**config.mk**
```make
export PLATFORM = sky130hd
export DESIGN_NAME = twi_reg_slave
export DESIGN_NICKNAME = d
export VERILOG_FILES = /design/src/rtl/twi_pkg.sv /design/src/rtl/twi_sync.sv /design/src/rtl/twi_bus_cond.sv /design/src/rtl/twi_engine.sv /design/src/rtl/twi_reg_slave.sv
export SDC_FILE = /design/constraint.sdc
export NUM_CORES = 1
export LEC_CHECK = 0
export ABC_AREA = 1
export CAP_MARGIN = 40
export CORE_MARGIN = 2
export CORE_UTILIZATION = 54
export CTS_CLUSTER_SIZE = 12
export DETAILED_ROUTE_END_ITERATION = 7
export GPL_TIMING_DRIVEN = 0
export HOLD_SLACK_MARGIN = 0.03
export PLACE_DENSITY = 0.77
export SYNTH_ARGS = -nofsm -noshare
export SYNTH_HDL_FRONTEND = slang
export SYNTH_SLANG_ARGS = --single-unit
```
**constraint.sdc**
```tcl
create_clock -name clk -period 1.7 [get_ports clk]
set_clock_uncertainty 0.2 [all_clocks]
set_input_delay 0.17 -clock clk [delete_from_list [all_inputs] [get_ports clk]]
set_output_delay 0.17 -clock clk [all_outputs]
set_load 0.02 [all_outputs]
```
**src/rtl/twi_pkg.sv**
```systemverilog
package twi_pkg;
  localparam int BYTE_W = 8;
  localparam int CNT_W  = $clog2(BYTE_W + 1);

  typedef enum logic [2:0] {
    ST_IDLE   = 3'd0,
    ST_DEVADR = 3'd1,
    ST_DEVACK = 3'd2,
    ST_REGADR = 3'd3,
    ST_WRDATA = 3'd4,
    ST_SLVACK = 3'd5,
    ST_RDDATA = 3'd6,
    ST_MSTACK = 3'd7
  } twi_state_t;
endpackage

```
**src/rtl/twi_sync.sv**
```systemverilog
module twi_sync #(
  parameter int               WIDTH   = 1,
  parameter int               STAGES  = 2,
  parameter logic [WIDTH-1:0] RST_VAL = '0
) (
  input  logic             clk,
  input  logic             rst_n,
  input  logic [WIDTH-1:0] d,
  output logic [WIDTH-1:0] q
);
  localparam int CHAIN_W = WIDTH * STAGES;

  logic [CHAIN_W-1:0] chain_q;
  logic [CHAIN_W-1:0] chain_d;

  generate
    if (STAGES > 1) begin : g_multi
      always_comb chain_d = {chain_q[CHAIN_W-WIDTH-1:0], d};
    end else begin : g_single
      always_comb chain_d = d;
    end
  endgenerate

  always_ff @(posedge clk or negedge rst_n) begin
    if (!rst_n) chain_q <= {STAGES{RST_VAL}};
    else        chain_q <= chain_d;
  end

  assign q = chain_q[CHAIN_W-1 -: WIDTH];
endmodule

```
**src/rtl/twi_bus_cond.sv**
```systemverilog
module twi_bus_cond (
  input  logic clk,
  input  logic rst_n,
  input  logic scl_s,
  input  logic sda_s,
  output logic scl_rise,
  output logic scl_fall,
  output logic start_det,
  output logic stop_det
);
  logic scl_prev_q;
  logic sda_prev_q;

  always_ff @(posedge clk or negedge rst_n) begin
    if (!rst_n) begin
      scl_prev_q <= 1'b1;
      sda_prev_q <= 1'b1;
    end else begin
      scl_prev_q <= scl_s;
      sda_prev_q <= sda_s;
    end
  end

  assign scl_rise  = scl_s & ~scl_prev_q;
  assign scl_fall  = ~scl_s & scl_prev_q;
  assign start_det = scl_s & scl_prev_q & sda_prev_q & ~sda_s;
  assign stop_det  = scl_s & scl_prev_q & ~sda_prev_q & sda_s;
endmodule

```
**src/rtl/twi_engine.sv**
```systemverilog
module twi_engine
  import twi_pkg::*;
#(
  parameter logic [5:0] DEV_ADDR_HI = 6'b100110
) (
  input  logic              clk,
  input  logic              rst_n,
  input  logic              scl_rise,
  input  logic              scl_fall,
  input  logic              start_det,
  input  logic              stop_det,
  input  logic              sda_s,
  input  logic              addr_sel,
  input  logic [BYTE_W-1:0] rdata,
  output logic              pull,
  output logic              we,
  output logic              re,
  output logic [BYTE_W-1:0] ptr,
  output logic [BYTE_W-1:0] wdata
);
  twi_state_t        state_q, state_d;
  logic [CNT_W-1:0]  cnt_q, cnt_d;
  logic [BYTE_W-1:0] rx_q, rx_d;
  logic [BYTE_W-1:0] tx_q, tx_d;
  logic [BYTE_W-1:0] ptr_q, ptr_d;
  logic              rw_q, rw_d;
  logic              pull_q, pull_d;
  logic              we_q, we_d;
  logic              re_q, re_d;
  logic              mack_q, mack_d;
  logic              byte_full;
  logic              addr_hit;

  assign byte_full = (cnt_q == CNT_W'(BYTE_W));
  assign addr_hit  = (rx_q[BYTE_W-1:1] == {DEV_ADDR_HI, addr_sel});

  always_comb begin
    state_d = state_q;
    cnt_d   = cnt_q;
    rx_d    = rx_q;
    tx_d    = tx_q;
    ptr_d   = ptr_q;
    rw_d    = rw_q;
    pull_d  = pull_q;
    mack_d  = mack_q;
    we_d    = 1'b0;
    re_d    = 1'b0;

    // strobe follow-up: advance pointer, load fetched byte
    if (we_q) ptr_d = ptr_q + 1'b1;
    if (re_q) begin
      ptr_d  = ptr_q + 1'b1;
      tx_d   = rdata;
      pull_d = ~rdata[BYTE_W-1];
    end

    if (start_det) begin
      state_d = ST_DEVADR;
      cnt_d   = '0;
      pull_d  = 1'b0;
    end else if (stop_det) begin
      state_d = ST_IDLE;
      cnt_d   = '0;
      pull_d  = 1'b0;
    end else begin
      case (state_q)
        ST_DEVADR, ST_REGADR, ST_WRDATA: begin
          if (scl_rise) begin
            rx_d  = {rx_q[BYTE_W-2:0], sda_s};
            cnt_d = cnt_q + 1'b1;
          end else if (scl_fall && byte_full) begin
            cnt_d = '0;
            if (state_q == ST_DEVADR) begin
              if (addr_hit) begin
                rw_d    = rx_q[0];
                pull_d  = 1'b1;
                state_d = ST_DEVACK;
              end else begin
                state_d = ST_IDLE;
              end
            end else if (state_q == ST_REGADR) begin
              ptr_d   = rx_q;
              pull_d  = 1'b1;
              state_d = ST_SLVACK;
            end else begin
              we_d    = 1'b1;
              pull_d  = 1'b1;
              state_d = ST_SLVACK;
            end
          end
        end
        ST_DEVACK: begin
          if (scl_fall) begin
            pull_d = 1'b0;
            cnt_d  = '0;
            if (rw_q) begin
              re_d    = 1'b1;
              state_d = ST_RDDATA;
            end else begin
              state_d = ST_REGADR;
            end
          end
        end
        ST_SLVACK: begin
          if (scl_fall) begin
            pull_d  = 1'b0;
            cnt_d   = '0;
            state_d = ST_WRDATA;
          end
        end
        ST_RDDATA: begin
          if (scl_rise) begin
            cnt_d = cnt_q + 1'b1;
          end else if (scl_fall) begin
            if (byte_full) begin
              pull_d  = 1'b0;
              state_d = ST_MSTACK;
            end else begin
              tx_d   = {tx_q[BYTE_W-2:0], 1'b0};
              pull_d = ~tx_q[BYTE_W-2];
            end
          end
        end
        ST_MSTACK: begin
          if (scl_rise) begin
            mack_d = ~sda_s;
          end else if (scl_fall) begin
            cnt_d = '0;
            if (mack_q) begin
              re_d    = 1'b1;
              state_d = ST_RDDATA;
            end else begin
              state_d = ST_IDLE;
            end
          end
        end
        default: ;
      endcase
    end
  end

  always_ff @(posedge clk or negedge rst_n) begin
    if (!rst_n) begin
      state_q <= ST_IDLE;
      cnt_q   <= '0;
      rx_q    <= '0;
      tx_q    <= '0;
      ptr_q   <= '0;
      rw_q    <= 1'b0;
      pull_q  <= 1'b0;
      we_q    <= 1'b0;
      re_q    <= 1'b0;
      mack_q  <= 1'b0;
    end else begin
      state_q <= state_d;
      cnt_q   <= cnt_d;
      rx_q    <= rx_d;
      tx_q    <= tx_d;
      ptr_q   <= ptr_d;
      rw_q    <= rw_d;
      pull_q  <= pull_d;
      we_q    <= we_d;
      re_q    <= re_d;
      mack_q  <= mack_d;
    end
  end

  assign pull  = pull_q;
  assign we    = we_q;
  assign re    = re_q;
  assign ptr   = ptr_q;
  assign wdata = rx_q;
endmodule

```
**src/rtl/twi_reg_slave.sv**
```systemverilog
module twi_reg_slave
  import twi_pkg::*;
#(
  parameter int         SYNC_STAGES = 2,
  parameter logic [5:0] DEV_ADDR_HI = 6'b100110
) (
  input  logic              clk,
  input  logic              rst_n,
  input  logic              scl_i,
  input  logic              sda_i,
  input  logic              addr_sel_i,
  output logic              sda_pull_o,
  output logic [BYTE_W-1:0] reg_addr_o,
  output logic [BYTE_W-1:0] reg_wdata_o,
  output logic              reg_we_o,
  output logic              reg_re_o,
  input  logic [BYTE_W-1:0] reg_rdata_i
);
  logic rst_sync_n;
  logic scl_s, sda_s;
  logic scl_rise, scl_fall, start_det, stop_det;

  twi_sync #(.WIDTH(1), .STAGES(2), .RST_VAL(1'b0)) u_rst_sync (
    .clk   (clk),
    .rst_n (rst_n),
    .d     (1'b1),
    .q     (rst_sync_n)
  );

  twi_sync #(.WIDTH(2), .STAGES(SYNC_STAGES), .RST_VAL(2'b11)) u_bus_sync (
    .clk   (clk),
    .rst_n (rst_sync_n),
    .d     ({scl_i, sda_i}),
    .q     ({scl_s, sda_s})
  );

  twi_bus_cond u_cond (
    .clk       (clk),
    .rst_n     (rst_sync_n),
    .scl_s     (scl_s),
    .sda_s     (sda_s),
    .scl_rise  (scl_rise),
    .scl_fall  (scl_fall),
    .start_det (start_det),
    .stop_det  (stop_det)
  );

  twi_engine #(.DEV_ADDR_HI(DEV_ADDR_HI)) u_engine (
    .clk       (clk),
    .rst_n     (rst_sync_n),
    .scl_rise  (scl_rise),
    .scl_fall  (scl_fall),
    .start_det (start_det),
    .stop_det  (stop_det),
    .sda_s     (sda_s),
    .addr_sel  (addr_sel_i),
    .rdata     (reg_rdata_i),
    .pull      (sda_pull_o),
    .we        (reg_we_o),
    .re        (reg_re_o),
    .ptr       (reg_addr_o),
    .wdata     (reg_wdata_o)
  );
endmodule

```
Word-level counts from Yosys, hierarchy flattened
Cells that the tools add are included.
- bits in registers: 44
- logic and storage cells: 129
- input port bits: 13
- add/subtract/negate cells: 2
- bitwise operators: 16
- mux-type cells: 67
- eq/ne operators: 20
- reduce and logical (&&, ||, !) cells: 10
- operators by type and width (cell ; number):
    two-way mux 8 bit ; 16
    two-way mux 3 bit ; 14
    two-way mux 4 bit ; 7
    two-way mux 1 bit ; 25
    inequality test 4 x 3 -> 1 bit (second input constant) ; 6
    inequality test 4 bit (second input constant) ; 4
    case mux 4 bit (4 select lines) ; 1
    case mux 3 bit (5 select lines) ; 1
    == test 3 bit (second input constant) ; 4
    AND reduction 4 bit ; 3
    AND reduction 10 bit ; 1
    inverter 1 bit ; 9
    adder 8 x 1 -> 8 bit (second input constant) ; 1
    AND 1 bit ; 7
    == test 7 bit ; 1
    AND reduction 7 bit ; 1
    nonzero test 7 bit ; 1
    == test 3 x 2 -> 1 bit (second input constant) ; 2
    nonzero test 6 bit ; 1
    inequality test 5 x 4 -> 1 bit (second input constant) ; 1
    adder 4 x 1 -> 4 bit (second input constant) ; 1
    == test 4 bit (second input constant) ; 1
    == test 3 x 1 -> 1 bit (second input constant) ; 1
    case mux 1 bit (3 select lines) ; 1
    5 further kinds ; 5

Logic depth before layout (Yosys ltp)
Gate-level depths: netlist of the first run.
- depth after elaboration: 10
- gate-level depth with buffers: 11
- depth with buffers taken out: 11

By module
From an unflattened synthesis of the first run, not the netlist that was laid out.
- cell total of the unflattened synthesis: 295
- area total of the unflattened synthesis: 2268.4 sq um
- modules (own cells, without submodules) (module ; times used ; area an instance (sq um) ; cells each):
    twi_engine ; 1 ; 2000.7 ; 273
    twi_sync (u_bus_sync) ; 1 ; 120.1 ; 6
    twi_bus_cond ; 1 ; 93.8 ; 13
    twi_sync (u_rst_sync) ; 1 ; 50.0 ; 2
    twi_reg_slave ; 1 ; 3.8 ; 1

Least setup slack after synthesis of the first run
OpenSTA, ideal clock, no wires.
- kind: reg-to-reg
- from: reg u_engine.cnt_q[0]
- to: reg u_engine.ptr_q[4], in the netlist u_engine.ptr[4]
- required time: 1.374 ns
- path buffers: 1
- slack: -0.027 ns
- library setup time: 0.126 ns
- cell stages (with the launch flop): 11
- arrival time: 1.401 ns
- cell sequence: dfrtp_1 -> inv_1 -> ha_1 -> nand2_1 -> nor2_1 -> nand2_1 -> inv_1 -> nand2_2 -> buf_6 -> nand3b_1 -> o21ai_0
- word-level cells in the longest chain between the ends: 7
- ends and longest elaborated chain (what ; RTL line ; text):
    start, declared ; twi_engine.sv:22 ; logic [CNT_W-1:0] cnt_q, cnt_d;
    start signal, assigned ; twi_engine.sv:156 ; cnt_q <= cnt_d;
    == test 4 bit ; twi_engine.sv:34 ; assign byte_full = (cnt_q == CNT_W'(BYTE_W));
    logical AND 1 bit ; twi_engine.sv:71 ; end else if (scl_fall && byte_full) begin
    two-way mux 8 bit ; twi_engine.sv:71 ;
    two-way mux 8 bit ; twi_engine.sv:68 ; if (scl_rise) begin
    two-way mux 8 bit ; twi_engine.sv:66 ; case (state_q)
    two-way mux 8 bit ; twi_engine.sv:61 ; end else if (stop_det) begin
    two-way mux 8 bit ; twi_engine.sv:57 ; if (start_det) begin
    via u_engine.ptr_d[4] ; twi_engine.sv:25 ; logic [BYTE_W-1:0] ptr_q, ptr_d;
    end signal, assigned ; twi_engine.sv:159 ; ptr_q <= ptr_d;
    end, declared ; twi_engine.sv:25 ;
The timed path passes the listed nets, and every way through them passes these cells.
A chain may end at the register's enable or synchronous reset.

Worst setup path after layout of the first run
- from: reg u_bus_sync.chain_q[3]
- to: reg u_engine.cnt_q[3]
- word-level cells in the longest chain between the ends: 7
- elaborated cells between the ends (all ways): 20
- ends and longest elaborated chain (what ; RTL line ; text):
    start, declared ; twi_sync.sv:13 ; logic [CHAIN_W-1:0] chain_q;
    start signal, assigned ; twi_sync.sv:25 ; if (!rst_n) chain_q <= {STAGES{RST_VAL}};
    start signal, assigned ; twi_sync.sv:26 ; else chain_q <= chain_d;
    inverter 1 bit ; twi_bus_cond.sv:25 ; assign scl_fall = ~scl_s & scl_prev_q;
    AND 1 bit ; twi_bus_cond.sv:25 ;
    two-way mux 4 bit (2 in series) ; - ;
    case mux 4 bit (4 select lines) ; twi_engine.sv:66 ;
    two-way mux 4 bit ; twi_engine.sv:61 ;
    two-way mux 4 bit ; twi_engine.sv:57 ;
Several ways; a longest one is shown, not always the timed one. The select of a mux whose other input is x is not followed.

==> impl_metrics.toml, run 1 <==
[logic_synthesis]
yosys.cell_count.top_type = "nand2_1"
synth.area.top_cells = "dfrtp_1 41%, nand2_1 14%, dfstp_2 6.9%"
syn_area_per_cell_sq_um = 7.72
synth-seq-cells = 43
synth_area_leader_cell = "dfrtp_1"
synth_edf_count = 0
synth_cell_types = 35
yosysSeqAreaShare = 0.477
synth_area_sq_mm = 0.00227
syn_inst = 294
ys.flop_type = "dfrtp_1"
synth_top_area_frac = 0.408
syn_nets = 310
ys_warn_count = 0
synth_common_cells = "87 x nand2_1, 37 x dfrtp_1, 37 x inv_1"
async_flop_share = 1.00

[routing]
drc = 0
vias = 2079
drt_iter0_markers = 154
viasPerCell = 5.18
wl_per_cell_um = 12.9
routed_wl_mm = 5.19
ant_nets = 0
dr.pass1.iters = 4

[final_layout]
antenna_cells = 0
fin_nets = 366
multi_input_area_sq_mm = 0.00117
instances_no_fill = 401
area_growth_pct = 35.6
seqCellArea_sq_mm = 0.00109
n_fill_cell = 282
drive_above_1_share = 0.259

[setup_path]
worst-path-buf-inv = 0
cp-end-kind = "flop"
cpMaxStageDelayCell = "dfstp_2"
cp-start-kind = "flop"
critPathArrivalTime_ns = 1.80
critPathKind = "reg2reg"
cp.required_ns = 1.69
max_stage_delay_ns = 0.57
critPathTopFamily = "simple AND/OR/NAND/NOR gates"
crit_path_max_fanout = 7
crit_chain = "nand2_4 -> nor3_4 -> nor2_4 -> nand4_1 -> nand3_2 -> nand2_1 -> nand2_1"
crit_top_cell = "nand2_1"

[global_routing]
grt_max_degree = 26
grt_pass1_vias = 1866
grt_pass1_wl_mm = 7.91
grt.total_usage = 0.228
antenna_found_initial = 0
grt_overflow_total = 0

[floorplan]
fp.dieW_um = 68.8
boundaryPins = 32
initial_core_util = 0.563
fp.dieH_um = 68.8
std_cell_rows = 23
fp.dieArea_sq_mm = 0.00474
core_sq_mm = 0.00403

[power]
power_frac_clock = 0.142
pwr-share-seq = 0.355
total_power_mw = 4.59
powerDensity_mw_per_mm2 = 1490
p_sw_mw = 2.04
leakage_nw = 1.60
peakVddDrop_uv = 820
internal-power_mw = 2.55
p_comb_frac = 0.503
switching_share = 0.444

[clock_tree]
clkTransAtPathRegs_ns = 0.08
cts_root_buffer = "clkbuf_8"
clockBufferDepth = 2
clk-insertion-delay-late_ns = 0.30
cts_tree = "built"
cts_buffers = 5
clkSinkCount = 43
h-tree-depth = 2

[sta]
finalSetupViolCount = 8
finalSetupTns_ns = -0.639
fmax_mhz = 552
drv_slew = 0
hold_viol = 0
finalCritPeriodShare = 1.07
rsz0062_at_grt = "yes"
worst_slack_ns = -0.111
min_period_ns = 1.81

[run_status]
outcome = "finished with violations"
violations = "negative setup slack"

[worst_hold_path]
hp-class = "in2reg"

[placement]
post-place-cells = 376
gp_congestion = 0.917
port_buffers = 31
place_hpwl_mm = 3.43

[flow_run]
drv_cap = 0
## logic make-up (layout without fill, tap and decap cells)
| group | after synthesis | in the layout | synth area share |
|---|---|---|---|
| and+or+nand+nor | 159 | 159 | 0.307 |
| adders and majority gates | 3 | 3 | 0.0165 |
| other | 1 | 1 | 0.00165 |
| buffers and inverters | 43 | 100 | 0.0772 |
| muxes | 2 | 2 | 0.00937 |
| xor gates and xnor gates | 3 | 3 | 0.0116 |
| DFF | 43 | 43 | 0.477 |
| AOI/OAI and AO/OA | 40 | 40 | 0.0998 |
## state kept, by name, indices dropped and copies added (netlist names)
name / flops
u_engine.tx_q: 7
u_engine.mack_q: 1
u_cond.scl_prev_q: 1
u_rst_sync.chain_q: 2
u_engine.cnt_q: 4
u_engine.pull: 1
u_cond.sda_prev_q: 1
u_engine.wdata: 8
u_engine.we: 1
u_engine.ptr: 8
u_engine.state_q: 3
u_bus_sync.chain_q: 4
u_engine.rw_q: 1
u_engine.re: 1
## metrics by stage
| stage | utilization | area [sq um] | hold WS, ns | setup slack (ns) |
|---|---|---|---|---|
| after floorplan | - | 2270 | -0.326 | 0.0239 |
| after global placement | 0.657 | 2650 | 0.137 | -0.220 |
| after detailed placement | 0.662 | 2670 | -0.00449 | -0.191 |
| after CTS | 0.719 | 2900 | 0.0614 | -0.0908 |
| after global routing | 0.764 | 3080 | 0.0550 | -0.200 |
| final | 0.764 | 3080 | 0.0715 | -0.111 |
## routing by layer
| layer | routed length, um | track usage | vias up |
|---|---|---|---|
| met4 | 34 | 0.0833 | 0 |
| met2 | 2570 | 0.383 | 65 |
| met3 | 289 | 0.0568 | 2 |
| met1 | 2300 | 0.285 | 957 |
| li1 | - | - | 1055 |
| met5 | 0 | 0 | - |
## final timing paths
check / slack, ns / depth (start not counted) / endpoint / startpoint
max: -0.11 / 7 / u_engine.cnt_q[3] / u_bus_sync.chain_q[3]
min: 0.07 / 1 / u_bus_sync.chain_q[1] / scl_i
max reg2reg: -0.11 / 7 / u_engine.cnt_q[3] / u_bus_sync.chain_q[3]
min reg2reg: 0.12 / 0 / u_cond.scl_prev_q / u_rst_sync.chain_q[1]
max in group asynchronous: 0.26 / 1 / u_engine.state_q[0] / u_rst_sync.chain_q[1]
min in group asynchronous: 0.12 / 0 / u_cond.scl_prev_q / u_rst_sync.chain_q[1]
## what timing repair did
item                                    CTS  global route
gates cloned                              0             1
resized for setup                        31            51
hold buffers                              2             0
endpoints found under the setup margin   31            37
buffers inserted                          9             6
pin swaps                                11            15
hold endpoints to repair                 12             0
## layout make-up
type | count | area share
inverter | 38 | 0.0488
clock buffer | 5 | 0.0224
sequential | 43 | 0.353
clock inverter | 3 | 0.00772
tap | 50 | 0.0203
buffer | 4 | 0.0102
timing repair buffer | 50 | 0.157
multi-input combinational | 208 | 0.381
## layout by cell type (no fill, tap or decap), types with 4 or more instances in the layout
| cell type | instances |
|---|---|
| nand2_1 | 76 |
| dfrtp_1 | 35 |
| inv_1 | 28 |
| nor2_1 | 20 |
| clkdlybuf4s50_1 | 16 |
| buf_4 | 15 |
| nand3_1 | 14 |
| nand2_2 | 12 |
| o21ai_0 | 12 |
| o21ai_1 | 10 |
| dlygate4sd2_1 | 8 |
| inv_2 | 7 |
| dlymetal6s2s_1 | 7 |
| nand4_1 | 6 |
| nor2_4 | 6 |
| a21oi_1 | 6 |
| dfstp_2 | 6 |
| nor2_2 | 5 |
| o21ai_2 | 5 |
| clkbuf_8 | 5 |
| nand2_4 | 4 |
## power by group through the flow
stage / sequential, mW / clock (mW) / combinational, mW
5_1_grt: 1.68 / 0.720 / 2.58
6_report: 1.63 / 0.653 / 2.31
3_5_place_dp: 1.64 / 0 / 2.01
4_1_cts: 1.60 / 0.679 / 2.10
2_1_floorplan: 1.79 / 0 / 1.19
3_3_place_gp: 1.64 / 0 / 1.93
(Power assumes the default switching activity.)
==> run 2, diff against run 1 <==
SKIP_LAST_GASP = 1   (was default)
==> impl_metrics.toml, run 2 (synthesis results as in run 1) <==
[sta]
hold_viol = 0
finalCritPeriodShare = 1.06
drv_slew = 0
worst_slack_ns = -0.110
fmax_mhz = 553
min_period_ns = 1.81
finalSetupViolCount = 10
finalSetupTns_ns = -0.659
rsz0062_at_grt = "yes"
whs_ns = 0.0720

[final_layout]
instances_no_fill = 401
area_growth_pct = 35.3
final_cell_mix = "76 x nand2_1, 35 x dfrtp_1, 28 x inv_1, 21 x nor2_1, 16 x clkdlybuf4s50_1"
antenna_cells = 0
drive_above_1_share = 0.254
stdcell_area_sq_mm = 0.00307
multi_input_area_sq_mm = 0.00117
seqCellArea_sq_mm = 0.00109
fin_nets = 366
fin_util = 0.762
mostFrequentLayoutCell = "nand2_1"
n_fill_cell = 286

[clock_tree]
clkSinkCount = 43
cts_tree = "built"
clk-insertion-delay-late_ns = 0.30
clkTransAtPathRegs_ns = 0.08
h-tree-depth = 2
cts_buffers = 5
cts_root_buffer = "clkbuf_8"
clockBufferDepth = 2

[routing]
routed_wl_mm = 5.22
wl_per_cell_um = 13.0
drt_iter0_markers = 138
dr.pass1.iters = 4
drc = 0
vias = 2089
ant_nets = 0
viasPerCell = 5.21

[power]
leakage_nw = 1.60
powerDensity_mw_per_mm2 = 1500
switching_share = 0.445
total_power_mw = 4.59
power_frac_clock = 0.142
p_sw_mw = 2.04
peakVddDrop_uv = 822
internal-power_mw = 2.55
p_comb_frac = 0.503
pwr-share-seq = 0.354

[placement]
pre_cts_ws_ns = -0.191
gp_congestion = 0.917
post-place-cells = 376
port_buffers = 31
placed_area_sq_mm = 0.00267
place_hpwl_mm = 3.43

[global_routing]
grt_max_degree = 26
grt_pass1_wl_mm = 7.85
grt_overflow_total = 0
grt.total_usage = 0.227
antenna_found_initial = 0
grt_pass1_vias = 1851

[run_status]
outcome = "finished with violations"
violations = "negative setup slack"

[floorplan]
fp.dieW_um = 68.8
boundaryPins = 32
fp.dieArea_sq_mm = 0.00474
initial_core_util = 0.563
std_cell_rows = 23
fp.dieH_um = 68.8
core_sq_mm = 0.00403

[flow_run]
drv_cap = 0

[setup_path]
crit_path_max_fanout = 7
max_stage_delay_ns = 0.57
cpMaxStageDelayCell = "dfstp_2"
cp-start-kind = "flop"
critPathArrivalTime_ns = 1.80
crit_chain = "nand2_4 -> nor3_4 -> nor2_4 -> nand4_1 -> nand3_2 -> nand2_1 -> nand2_1"
crit_top_cell = "nand2_1"
cp.required_ns = 1.69
cp-startpoint = "u_cond.scl_prev_q"
worst-path-buf-inv = 0
critPathKind = "reg2reg"
reg2reg_from = "u_cond.scl_prev_q"
critPathTopFamily = "simple AND/OR/NAND/NOR gates"
cp-end-kind = "flop"

[worst_hold_path]
hp-class = "in2reg"
min_from = "scl_i"
## run 2: per-layer routing
| layer | GRT usage | up-vias | wire (um) | part of all wire |
|---|---|---|---|---|
| met5 | 0 | - | 0 | 0 |
| met4 | 0.0833 | 0 | 38 | 0.0073 |
| met3 | 0.0568 | 4 | 312 | 0.060 |
| met2 | 0.377 | 62 | 2590 | 0.50 |
| met1 | 0.285 | 967 | 2280 | 0.44 |
| li1 | - | 1056 | - | - |
## run 2: path summary, 6_finish.rpt
kind                                              end  slack, ns  cells past startpoint
worst max-delay path                u_engine.cnt_q[3]      -0.11                      7
worst min-delay path            u_bus_sync.chain_q[1]       0.07                      1
worst max register to register      u_engine.cnt_q[3]      -0.11                      7
worst min register to register      u_cond.scl_prev_q       0.12                      0
max in group asynchronous         u_engine.state_q[0]       0.26                      1
min in group asynchronous           u_cond.scl_prev_q       0.12                      0
## run 2: power by group through the flow
| stage | clock network, mW | logic (mW) | registers, mW |
|---|---|---|---|
| after detailed placement | 0 | 2.01 | 1.64 |
| after CTS | 0.679 | 2.10 | 1.60 |
| after global placement | 0 | 1.93 | 1.64 |
| final | 0.653 | 2.31 | 1.63 |
| after global routing | 0.720 | 2.58 | 1.68 |
| after floorplan | 0 | 1.19 | 1.79 |
## run 2: layout make-up
type,count,area share
clock inverters,3,0.00774
plain buffers,4,0.0102
flip-flops and latches,43,0.354
inverters,38,0.0489
multi-input cells,208,0.380
clock buffers,5,0.0224
well taps,50,0.0204
repair buffers,50,0.157
## run 2: repair_timing
item	4_1_cts	5_1_grt
hold buffers	2	0
gates cloned	0	1
pin swaps	11	15
endpoints found under the hold margin	12	0
gates resized for setup	30	50
endpoints found under the setup margin	31	37
setup buffers	9	6
